--- config.mk ---
export PLATFORM = sky130hd
export DESIGN_NAME = lnk_speed_seq
export DESIGN_NICKNAME = d
export VERILOG_FILES = /design/src/rtl/lss_pkg.sv /design/src/rtl/lss_retry_cnt.sv /design/src/rtl/lss_fsm.sv /design/src/rtl/lss_ctrl_regs.sv /design/src/rtl/lnk_speed_seq.sv
export SDC_FILE = /design/constraint.sdc
export NUM_CORES = 1
export LEC_CHECK = 0
export BUFFER_PORTS_ARGS = -buffer_cell sky130_fd_sc_hd__buf_4
export CAP_MARGIN = 10
export CORE_ASPECT_RATIO = 0.9
export CORE_MARGIN = 2
export CORE_UTILIZATION = 57
export DETAILED_ROUTE_END_ITERATION = 10
export PLACE_DENSITY_LB_ADDON = 0.15
export SKIP_CTS_REPAIR_TIMING = 1
export SLEW_MARGIN = 20
export SYNTH_ARGS = -nofsm -noshare
export SYNTH_HDL_FRONTEND = slang
export SYNTH_SLANG_ARGS = --single-unit
export TNS_END_PERCENT = 1
--- constraint.sdc ---
create_clock -name clk -period 5.19 [get_ports clk]
set_input_delay 0 -clock clk [delete_from_list [all_inputs] [get_ports clk]]
set_output_delay 0 -clock clk [all_outputs]
set_load 0.05 [all_outputs]
--- src/rtl/lss_pkg.sv ---
package lss_pkg;
  typedef enum logic [3:0] {
    S_IDLE  = 4'd0,
    S_CAP   = 4'd1,
    S_WUP1  = 4'd2,
    S_RAISE = 4'd3,
    S_REQ   = 4'd4,
    S_WCHG  = 4'd5,
    S_WUP2  = 4'd6,
    S_DONE  = 4'd7,
    S_FAIL  = 4'd8
  } lss_state_t;

  localparam int unsigned GEN1_CODE = 1;
  localparam int unsigned GEN2_CODE = 2;
endpackage

--- src/rtl/lss_retry_cnt.sv ---
module lss_retry_cnt #(
  parameter int unsigned POLL_LIMIT = 200
) (
  input  logic clk,
  input  logic rst_n,
  input  logic clr_i,
  input  logic miss_i,
  output logic last_o
);
  localparam int unsigned CW = (POLL_LIMIT < 2) ? 1 : $clog2(POLL_LIMIT);
  localparam logic [CW-1:0] LAST_VAL = CW'(POLL_LIMIT - 1);

  logic [CW-1:0] cnt_q;
  logic [CW-1:0] cnt_d;
  logic          cnt_en;

  always_comb begin
    cnt_en = clr_i | miss_i;
    cnt_d  = clr_i ? '0 : cnt_q + CW'(1);
  end

  always_ff @(posedge clk or negedge rst_n) begin
    if (!rst_n) begin
      cnt_q <= '0;
    end else if (cnt_en) begin
      cnt_q <= cnt_d;
    end
  end

  assign last_o = (cnt_q == LAST_VAL);
endmodule

--- src/rtl/lss_fsm.sv ---
module lss_fsm
  import lss_pkg::*;
(
  input  logic       clk,
  input  logic       rst_n,
  input  logic       start_i,
  input  logic       tick_i,
  input  logic       link_up_i,
  input  logic       pend_i,
  input  logic       last_i,
  output lss_state_t state_q_o,
  output lss_state_t state_d_o,
  output logic       miss_o
);
  lss_state_t st_q;
  lss_state_t st_d;
  logic       ok;
  logic       waiting;

  always_comb begin
    ok      = (st_q == S_WCHG) ? !pend_i : link_up_i;
    waiting = (st_q == S_WUP1) || (st_q == S_WCHG) || (st_q == S_WUP2);
    miss_o  = waiting && tick_i && !ok;
  end

  always_comb begin
    st_d = st_q;
    case (st_q)
      S_IDLE:  if (start_i) st_d = S_CAP;
      S_CAP:   st_d = S_WUP1;
      S_WUP1: begin
        if (tick_i) begin
          if (ok)          st_d = S_RAISE;
          else if (last_i) st_d = S_FAIL;
        end
      end
      S_RAISE: st_d = S_REQ;
      S_REQ:   st_d = S_WCHG;
      S_WCHG: begin
        if (tick_i) begin
          if (ok)          st_d = S_WUP2;
          else if (last_i) st_d = S_FAIL;
        end
      end
      S_WUP2: begin
        if (tick_i) begin
          if (ok)          st_d = S_DONE;
          else if (last_i) st_d = S_FAIL;
        end
      end
      S_DONE:  st_d = S_IDLE;
      S_FAIL:  st_d = S_IDLE;
      default: st_d = S_IDLE;
    endcase
  end

  always_ff @(posedge clk or negedge rst_n) begin
    if (!rst_n) begin
      st_q <= S_IDLE;
    end else begin
      st_q <= st_d;
    end
  end

  assign state_q_o = st_q;
  assign state_d_o = st_d;
endmodule

--- src/rtl/lss_ctrl_regs.sv ---
module lss_ctrl_regs
  import lss_pkg::*;
#(
  parameter int unsigned SPD_W = 4
) (
  input  logic             clk,
  input  logic             rst_n,
  input  lss_state_t       state_q_i,
  input  lss_state_t       state_d_i,
  input  logic [SPD_W-1:0] cur_spd_i,
  output logic [SPD_W-1:0] max_spd_o,
  output logic             train_en_o,
  output logic [SPD_W-1:0] final_spd_o
);
  logic             cap_g1;
  logic             cap_g2;
  logic             en_set;
  logic             en_clr;
  logic             fin_cap;
  logic [SPD_W-1:0] max_d;
  logic             max_en;
  logic             ten_en;

  always_comb begin
    cap_g1  = (state_q_i == S_IDLE) && (state_d_i == S_CAP);
    cap_g2  = (state_q_i == S_WUP1) && (state_d_i == S_RAISE);
    en_set  = (state_q_i == S_CAP)  && (state_d_i == S_WUP1);
    en_clr  = cap_g1 || (state_d_i == S_FAIL);
    fin_cap = (state_q_i == S_WUP2) && (state_d_i == S_DONE);
    max_en  = cap_g1 || cap_g2;
    max_d   = cap_g1 ? SPD_W'(GEN1_CODE) : SPD_W'(GEN2_CODE);
    ten_en  = en_set || en_clr;
  end

  always_ff @(posedge clk or negedge rst_n) begin
    if (!rst_n) begin
      max_spd_o <= '0;
    end else if (max_en) begin
      max_spd_o <= max_d;
    end
  end

  always_ff @(posedge clk or negedge rst_n) begin
    if (!rst_n) begin
      train_en_o <= 1'b0;
    end else if (ten_en) begin
      train_en_o <= en_set;
    end
  end

  always_ff @(posedge clk or negedge rst_n) begin
    if (!rst_n) begin
      final_spd_o <= '0;
    end else if (fin_cap) begin
      final_spd_o <= cur_spd_i;
    end
  end
endmodule

--- src/rtl/lnk_speed_seq.sv ---
module lnk_speed_seq
  import lss_pkg::*;
#(
  parameter int unsigned POLL_LIMIT = 200,
  parameter int unsigned SPD_W      = 4
) (
  input  logic             clk,
  input  logic             rst_n,
  input  logic             start_i,
  input  logic             poll_tick_i,
  input  logic             link_up_i,
  input  logic             spd_chg_pend_i,
  input  logic [SPD_W-1:0] cur_spd_i,
  output logic [SPD_W-1:0] max_spd_o,
  output logic             train_en_o,
  output logic             spd_chg_req_o,
  output logic             done_o,
  output logic             fail_o,
  output logic [SPD_W-1:0] final_spd_o
);
  lss_state_t st_q;
  lss_state_t st_d;
  logic       miss;
  logic       last;
  logic       step_entry;

  assign step_entry = (st_d != st_q);

  lss_fsm u_fsm (
    .clk       (clk),
    .rst_n     (rst_n),
    .start_i   (start_i),
    .tick_i    (poll_tick_i),
    .link_up_i (link_up_i),
    .pend_i    (spd_chg_pend_i),
    .last_i    (last),
    .state_q_o (st_q),
    .state_d_o (st_d),
    .miss_o    (miss)
  );

  lss_retry_cnt #(.POLL_LIMIT(POLL_LIMIT)) u_cnt (
    .clk    (clk),
    .rst_n  (rst_n),
    .clr_i  (step_entry),
    .miss_i (miss),
    .last_o (last)
  );

  lss_ctrl_regs #(.SPD_W(SPD_W)) u_regs (
    .clk         (clk),
    .rst_n       (rst_n),
    .state_q_i   (st_q),
    .state_d_i   (st_d),
    .cur_spd_i   (cur_spd_i),
    .max_spd_o   (max_spd_o),
    .train_en_o  (train_en_o),
    .final_spd_o (final_spd_o)
  );

  assign spd_chg_req_o = (st_q == S_REQ);
  assign done_o        = (st_q == S_DONE);
  assign fail_o        = (st_q == S_FAIL);
endmodule

==> results of run 1 <==
Yosys cell counts (all sizes together), types with 2 or more instances:
master,instances
dfrtp,19
nand2,10
a21oi,7
o21ai,6
nor3,5
a22oi,4
buf,4
inv,4
mux2,4
xnor2,4
a211oi,3
clkbuf,3
nand4,3
o31ai,3
a31oi,2
and3,2
mux2i,2
nand3,2
nand4b,2
nor2,2
nor4,2
o21a,2
or2,2
or3,2
or4,2
cells by family (layout without fill, tap and decap cells):
logic type	Yosys count	after routing	synth area share, %
flip-flops	19	19	44.2
other	1	2	0.349
AND/OR/NAND/NOR	38	38	20.7
multiplexers	6	6	6.05
adder cells (fa/ha/maj)	1	1	1.16
AO/OA/AOI/OAI	32	32	19.6
XOR/XNOR	4	4	3.26
buffers and inverters	11	33	4.65
sequential cells by signal (all words and copies together), names as in the netlist:
name,flops
u_regs.train_en_o,1
u_fsm.state_q_o,4
u_regs.final_spd_o,4
u_cnt.cnt_q,8
u_regs.max_spd_o,2
routing by layer:
layer,wire length (microns),GRT usage [%]
met2,1190,39.5
met5,0,0
met3,145,7.95
met1,1110,33.0
met4,25,8.33
worst max path at each step:
stage	endpoint	slack (ns)	depth (start not counted)
final	u_cnt.cnt_q[6]$_DFFE_PN0P_	3.14	4
after global routing	u_cnt.cnt_q[7]$_DFFE_PN0P_	3.00	4
after CTS	u_cnt.cnt_q[6]$_DFFE_PN0P_	3.13	4
after detailed placement	u_cnt.cnt_q[6]$_DFFE_PN0P_	3.16	4
after global placement	u_cnt.cnt_q[7]$_DFFE_PN0P_	3.22	4
after floorplan	fail_o	3.21	3
worst reg2reg max path, delay by kind of cell (launching register included):
family	cells	cell delay [ns]
compound gates	2	0.41
simple gates	2	0.98
flops	1	0.59
stage by stage:
stage / worst slack, ns / utilization (%) / area (sq um)
floorplan: 3.21 / - / 1080
global placement: 3.22 / 70.8 / 1220
detailed placement: 3.16 / 70.8 / 1220
global route: 3.00 / 76.1 / 1310
CTS: 3.13 / 72.6 / 1250
finish: 3.14 / 76.1 / 1310
placed cells by master, fill, tap and decap left out:
cell type / n
xnor2_1: 4
dlygate4sd3_1: 6
o211ai_1: 1
nand3_1: 2
clkinvlp_4: 1
or3b_4: 1
o21a_1: 2
clkbuf_4: 3
dfrtp_1: 19
inv_1: 4
a21o_1: 1
or4_1: 2
and3_1: 2
a31oi_1: 2
o21ai_0: 6
a311oi_1: 1
a211oi_1: 3
conb_1: 2
nand4bb_1: 1
nand4_1: 3
a21oi_1: 7
mux2i_1: 2
or3_1: 2
nor4b_1: 1
o21ba_2: 1
nand4b_1: 2
mux2_2: 4
ha_1: 1
nor2_1: 2
nor4bb_1: 1
buf_4: 19
a22oi_1: 4
nor3_1: 5
o31a_1: 1
or2_2: 2
nand2_1: 10
nor4_1: 2
o31ai_1: 3
power by group through the flow:
stage          clock network [W]  logic [W]  registers [W]
3_3_place_gp                   0   0.000349       0.000242
4_1_cts                0.0000826   0.000360       0.000244
3_5_place_dp                   0   0.000359       0.000247
2_1_floorplan                  0   0.000201       0.000305
6_report               0.0000791   0.000363       0.000245
5_1_grt                0.0000896   0.000389       0.000253
layout make-up:
type	count	share of cell area, %
multi-input combinational	83	42.3
sequential	19	36.4
inverter	4	1.15
tap	24	2.30
clock inverter	1	0.575
timing repair buffer	25	15.5
clock buffer	3	1.72
==> results.toml, run 1 <==
[status]
outcome = "completed"

[setup_path]
r2r-end = "u_cnt.cnt_q[6]$_DFFE_PN0P_"
path_buf_inv = 0
reg2regPathDepth = 4
worstPathCellList = "or3b_4 -> a21o_1 -> or4_1 -> a22oi_1"
cp_data_arrival_time_ns = 2.28
critPathMaxFanout = 14
cp_slowest_stage_delay_ns = 0.59
startpoint = "u_fsm.state_q_o[1]$_DFF_PN0_"
startpoint_type = "register"
crit_required_ns = 5.42
path_class = "register to register"
r2r_start = "u_fsm.state_q_o[1]$_DFF_PN0_"
slowest_stage = "dfrtp_1"
reg2reg_setup_slack_ns = 3.14
crit_family = "simple AND/OR/NAND/NOR gates"
cp-end-kind = "register"

[sta]
whs_ns = 0.0572
hold_viol_final = 0
rsz0062_at_grt = "false"
finalCritPeriodShare_pct = 39.6
slew_headroom_pct = 59.1
fin_crit_ns = 2.05
maxSlewViolCount = 0
setup_viol = 0
tns_ns = 0
tightest_slew_ns = 0.611
timing.fmax_mhz = 487
skew_ns = 0.00399

[logic_synthesis]
synthArstFlopShare_pct = 100
ys_types = 38
post-synth-top-area-cell = "dfrtp_1"
synth_top_area_share_pct = 44.2
syn_inst = 112
synthFlopType = "dfrtp_1"
yosys_warnings = 0
seq_area_frac_synth_pct = 44.2
synth-edff-count = 0
syn_area_sq_um = 1070
postSynthAreaPerCell_sq_um = 9.60
ys_top_cells_by_area = "dfrtp_1, mux2_2, nand2_1, a21oi_1, xnor2_1"
synth-seq-cells = 19

[final_layout]
fillers = 136
final_layout_size_suffix_gt1_share_pct = 23.0
finalNonFillerCells = 159
multi_input_area_sq_um = 553
regArea_sq_um = 475
syn_to_final_growth_pct = 21.5
nNetsFinal = 147
diodes = 0

[global_routing]
grt_pass1_wl_microns = 4030
grt_max_degree = 20
antenna_found_initial = 0
overflow = 0
grtUsageTotal_pct = 25.0
grt_pass1_vias = 880

[floorplan]
io_pins = 22
dieArea_sq_um = 2250
fp.dieW_microns = 49.8
rows = 14
core_area_sq_um = 1720
die_h_microns = 45.2
start_util_pct = 62.6

[power]
p_sw_share_pct = 49.2
combPwrFrac_pct = 52.8
p_leak_nw = 0.549
clockPowerShare_pct = 11.5
p_int_w = 0.000349
p_total_w = 0.000687
peakVddDrop_mv = 0.427
power_density_nw_per_um2 = 526
netSwitchingPower_w = 0.000338
power_frac_seq_pct = 35.7

[hold_path]
worstHoldStart = "poll_tick_i"
hp-class = "primary input to register"
min_to = "u_fsm.state_q_o[1]$_DFF_PN0_"
hold_path_depth = 3

[routing]
viasPerCell = 5.91
ant_nets = 0
firstDrtPassIters = 4
vias = 939
wl_per_cell_microns = 15.5
drt_wl_total_microns = 2460
drt_iter0_drc = 21
drc = 0

[placed_design]
hpwl_microns = 1760
io_buffers = 19
routabilityCongestion = 0.831
dp_cells = 149

[clock_network]
clk_pin_slew_ns = 0.12
cts_buffers = 3
root_buffer = "clkbuf_4"
clock_path_buffers = 2
cts.htree.levels = 1
tritoncts = "done"
clock_sinks = 19
clock_latency_ns = 0.30

[job]
max_cap_viol_count = 0
Power figures use the tool's default switching activity.
==> run 2, diff against run 1 <==
--- a/config.mk
+++ b/config.mk
@@ -9,7 +9,7 @@
 export CAP_MARGIN = 10
 export CORE_ASPECT_RATIO = 0.9
 export CORE_MARGIN = 2
-export CORE_UTILIZATION = 57
+export CORE_UTILIZATION = 53
 export DETAILED_ROUTE_END_ITERATION = 10
 export PLACE_DENSITY_LB_ADDON = 0.15
 export SKIP_CTS_REPAIR_TIMING = 1
==> constraint.sdc (replaced) <==
create_clock -name clk -period 1.9 [get_ports clk]
set_input_delay 0 -clock clk [delete_from_list [all_inputs] [get_ports clk]]
set_output_delay 0 -clock clk [all_outputs]
set_load 0.05 [all_outputs]
==> run 2 against run 1 <==
Core utilization is 3.5 points lower. Global-route usage is 2.2 points lower. Sequential power is 150% higher. Critical endpoint unchanged.
==> results.toml, run 2 (synthesis results as in run 1) <==
[status]
outcome = "completed"

[final_layout]
final_util_pct = 72.5
syn_to_final_growth_pct = 29.2
layout_commonest_cell = "buf_4"
final_cell_mix = "buf_4, dfrtp_1, nand2_1, a21oi_1"
regMostFlops = "u_cnt.cnt_q"
largest_reg_flops = 8
nNetsFinal = 156
final_layout_size_suffix_gt1_share_pct = 29.2
diodes = 0

[routing]
ant_nets = 0
vias = 1032
drt_wl_total_microns = 2640
drt_iter0_drc = 47
wl_per_cell_microns = 15.6
drc = 0
firstDrtPassIters = 4
viasPerCell = 6.11

[setup_path]
reg2reg_setup_slack_ns = 0.05
path_class = "register to register"
slowest_stage = "or4_1"
crit_required_ns = 2.13
reg2regPathDepth = 4
path_buf_inv = 0
cp_slowest_stage_delay_ns = 0.49
critPathCapture = "u_cnt.cnt_q[6]$_DFFE_PN0P_"
r2r_start = "u_fsm.state_q_o[0]$_DFF_PN0_"
r2r-end = "u_cnt.cnt_q[6]$_DFFE_PN0P_"
cp-end-kind = "register"
startpoint = "u_fsm.state_q_o[0]$_DFF_PN0_"
cp.depth = 4
worstPathCellList = "or3b_4 -> a21o_4 -> or4_1 -> a22oi_1"
cp_data_arrival_time_ns = 2.08
critPathMaxFanout = 6
crit_family = "simple AND/OR/NAND/NOR gates"
startpoint_type = "register"

[sta]
hold_viol_final = 0
setup_viol = 0
maxSlewViolCount = 0
tns_ns = 0
timing.fmax_mhz = 540
finalCritPeriodShare_pct = 97.4
fin_crit_ns = 1.85
skew_ns = 0.00229
worst_slack_ns = 0.0491

[clock_network]
clock_path_buffers = 2
clk_pin_slew_ns = 0.11
root_buffer = "clkbuf_4"
cts.htree.levels = 1
clock_sinks = 19
cts_buffers = 3
clock_latency_ns = 0.30
tritoncts = "done"

[power]
peakVddDrop_mv = 1.10
p_int_w = 0.00104
p_leak_nw = 0.592
power_density_nw_per_um2 = 1440
clockPowerShare_pct = 10.8
combPwrFrac_pct = 58.6
netSwitchingPower_w = 0.000954
power_frac_seq_pct = 30.6
p_sw_share_pct = 47.7

[floorplan]
core_area_sq_um = 1910
start_util_pct = 56.1
rows = 15
die_h_microns = 46.7
dieArea_sq_um = 2400
io_pins = 22
fp.dieW_microns = 51.5

[placed_design]
routabilityCongestion = 0.841
io_buffers = 19
dpl_worst_slack_ns = 0.0470
hpwl_microns = 1850

[job]
max_cap_viol_count = 0

[hold_path]
hp-class = "primary input to register"

[global_routing]
grtUsageTotal_pct = 22.8
antenna_found_initial = 0
grt_pass1_vias = 904
overflow = 0
grt_pass1_wl_microns = 3970
grt_max_degree = 20
==> run 2: cell types whose count changed in the layout (fill, tap and decap cells not counted), sizes merged <==
cell,delta
buf,+8
a21o,+1
==> run 2: how the worst min path moves through the flow <==
stage	start	to	slack (ns)	cells past startpoint
final	poll_tick_i	u_fsm.state_q_o[3]$_DFF_PN0_	0.07	3
after global routing	poll_tick_i	u_fsm.state_q_o[3]$_DFF_PN0_	0.08	3
after CTS	rst_n	u_cnt.cnt_q[6]$_DFFE_PN0P_	-0.46	1
after detailed placement	rst_n	u_fsm.state_q_o[2]$_DFF_PN0_	-0.11	1
after global placement	rst_n	u_fsm.state_q_o[2]$_DFF_PN0_	-0.11	1
after floorplan	rst_n	u_cnt.cnt_q[0]$_DFFE_PN0P_	-0.30	0
==> run 2: area by class of cell <==
type | instances | area [sq um]
inverter | 4 | 15.0
tap | 25 | 31.3
clock inverter | 1 | 7.51
fill | 150 | 526
multi-input combinational | 84 | 574
timing repair buffer | 33 | 263
sequential | 19 | 475
clock buffer | 3 | 22.5
==> run 2: routing by layer <==
layer	up-vias	part of all wire [%]	global-route usage, %
met5	-	0	0
met4	0	0.57	4.74
met3	2	5.1	6.17
met2	39	50	37.4
met1	502	44	30.9
li1	489	-	-
==> run 2: per-stage QoR <==
stage	cells	total power, W	hold slack [ns]	cell area [sq um]
after floorplan	113	0.00139	-0.296	1080
after global placement	157	0.00170	-0.113	1270
after detailed placement	157	0.00174	-0.110	1270
after CTS	161	0.00196	-0.458	1310
after global routing	169	0.00212	0.0785	1390
final	169	0.00200	0.0688	1390
==> run 2: power groups by stage <==
| stage | combinational, W | clock, W | sequential (W) |
|---|---|---|---|
| floorplan | 0.000554 | 0 | 0.000833 |
| global placement | 0.00110 | 0 | 0.000605 |
| detailed placement | 0.00112 | 0 | 0.000618 |
| CTS | 0.00112 | 0.000226 | 0.000609 |
| global route | 0.00125 | 0.000240 | 0.000628 |
| finish | 0.00117 | 0.000216 | 0.000611 |
==> run 2: tightest hold or removal path, delay by kind of cell <==
kind	cells	cell delay (ns)
simple gates	2	0.19
buf+inv	1	0.15
==> run 3, diff against run 2 <==
--- a/config.mk
+++ b/config.mk
@@ -11,6 +11,7 @@
 export CORE_MARGIN = 2
 export CORE_UTILIZATION = 53
 export DETAILED_ROUTE_END_ITERATION = 10
+export MAX_ROUTING_LAYER = met4
 export PLACE_DENSITY_LB_ADDON = 0.15
 export SKIP_CTS_REPAIR_TIMING = 1
 export SLEW_MARGIN = 20
==> constraint.sdc (replaced) <==
create_clock -name clk -period 1.8 [get_ports clk]
set_input_delay 0 -clock clk [delete_from_list [all_inputs] [get_ports clk]]
set_output_delay 0 -clock clk [all_outputs]
set_load 0.05 [all_outputs]
==> run 3 against run 2 <==
The flow now finishes with violations (negative hold slack). Setup slack worse by 0.0049 ns. Fmax up 5.4%. Non-clock buffer count up 5. Global-route usage up 3.3 points. Highest routed layer unchanged. Core utilization up 2.5 points. Clock-buffer cell count up 1. First-iteration DRC count down 36%. Die area unchanged.
==> results.toml, run 3 (synthesis results as in run 1) <==
[placed_design]
hpwl_microns = 1960
routabilityCongestion = 0.890
io_buffers = 19

[routing]
ant_nets = 0
drc = 0
wl_per_cell_microns = 16.3
viasPerCell = 5.97
drt_iter0_drc = 30
drt_wl_total_microns = 2810
firstDrtPassIters = 4
vias = 1033

[final_layout]
final_layout_size_suffix_gt1_share_pct = 35.1
final_cell_mix = "buf_4, dfrtp_1, nand2_1, a21oi_1, o21ai_0"
multi_input_area_sq_um = 592
regArea_sq_um = 475
diodes = 0
layout_commonest_cell = "buf_4"
fillers = 144
nNetsFinal = 160
final_util_pct = 75.1
regMostFlops = "u_cnt.cnt_q"
syn_to_final_growth_pct = 33.8
largest_reg_flops = 8

[floorplan]
die_h_microns = 46.7
rows = 15
start_util_pct = 56.1
core_area_sq_um = 1910
io_pins = 22
dieArea_sq_um = 2400
fp.dieW_microns = 51.5

[clock_network]
cts.htree.levels = 1
cts_buffers = 3
clock_path_buffers = 2
clk_pin_slew_ns = 0.12
root_buffer = "clkbuf_4"
tritoncts = "done"
clock_latency_ns = 0.30
clock_sinks = 19

[power]
peakVddDrop_mv = 1.14
power_density_nw_per_um2 = 1550
p_leak_nw = 0.618
power_frac_seq_pct = 28.0
p_total_w = 0.00223
clockPowerShare_pct = 10.4
p_int_w = 0.00118
combPwrFrac_pct = 61.6
p_sw_share_pct = 47.1
netSwitchingPower_w = 0.00105

[global_routing]
grtUsageTotal_pct = 26.1
grt_pass1_wl_microns = 4340
overflow = 0
antenna_found_initial = 0
grt_pass1_vias = 930
grt_max_degree = 20

[status]
violations = "negative hold slack"
outcome = "finished, violations left"

[sta]
hold_viol_final = 2
setup_viol = 0
finalCritPeriodShare_pct = 97.5
skew_ns = 0.00267
whs_ns = -0.0345
maxSlewViolCount = 0
timing.fmax_mhz = 570
rsz0062_at_grt = "false"
fin_crit_ns = 1.76

[setup_path]
reg2regPathDepth = 4
cp_data_arrival_time_ns = 1.99
cp-end-kind = "register"
startpoint_type = "register"
reg2reg_setup_slack_ns = 0.04
critPathMaxFanout = 6
path_class = "register to register"
crit_required_ns = 2.03

[job]
max_cap_viol_count = 0

[hold_path]
hold_path_depth = 3
hp-class = "primary input to register"
[run 3: changes by cell type in the layout (fill, tap and decap cells not counted), sizes merged]
cell,change
a21o,-1
buf,+6
clkbuf,+1
clkinvlp,-1
dlygate4sd3,-1
[run 3: power by group through the flow]
| stage | sequential [W] | clock, W | combinational (W) |
|---|---|---|---|
| after floorplan | 0.000880 | 0 | 0.000584 |
| after global placement | 0.000627 | 0 | 0.00120 |
| after detailed placement | 0.000642 | 0 | 0.00124 |
| after CTS | 0.000632 | 0.000228 | 0.00124 |
| after global routing | 0.000644 | 0.000242 | 0.00146 |
| final | 0.000624 | 0.000231 | 0.00137 |
[run 3: metal layers]
| metal | share of wire (%) | track usage, % |
|---|---|---|
| met1 | 44 | 35.3 |
| met2 | 50 | 41.8 |
| met3 | 5.5 | 3.90 |
| met4 | 0.50 | 6.32 |
| met5 | 0 | - |
[run 3: final timing paths]
| kind | from | to |
|---|---|---|
| setup / recovery | u_fsm.state_q_o[0]$_DFF_PN0_ | u_cnt.cnt_q[7]$_DFFE_PN0P_ |
| hold / removal | start_i | u_regs.max_spd_o[0]$_DFFE_PN0P_ |
| setup reg to reg | u_fsm.state_q_o[0]$_DFF_PN0_ | u_cnt.cnt_q[7]$_DFFE_PN0P_ |
| hold reg to reg | u_regs.max_spd_o[1]$_DFFE_PN0P_ | u_regs.max_spd_o[1]$_DFFE_PN0P_ |
| max in group asynchronous | rst_n | u_cnt.cnt_q[2]$_DFFE_PN0P_ |
| min in group asynchronous | rst_n | u_fsm.state_q_o[2]$_DFF_PN0_ |
[run 3: critical path: stages (launching register included)]
cell	delay, ns
dfrtp_1	0.42
or3b_4	0.39
a21o_4	0.25
or4_4	0.51
a22oi_2	0.12
[run 3: final cells by class]
type                            instances  share of cell area, %
Inverter                                4                   1.04
Tap cell                               25                   2.18
Sequential cell                        19                   33.1
Multi-Input combinational cell         83                   41.2
Timing Repair Buffer                   38                   20.7
Clock buffer                            4                   1.83
[run 3: through the flow]
step           setup slack [ns]  std cells  setup TNS [ns]  area [sq um]
2_1_floorplan            0.0341        113               0          1080
3_3_place_gp             0.0584        160               0          1300
3_5_place_dp            -0.0182        160         -0.0182          1300
4_1_cts                 -0.0393        164         -0.0469          1320
5_1_grt                 0.00111        173               0          1440
6_report                 0.0443        173               0          1440
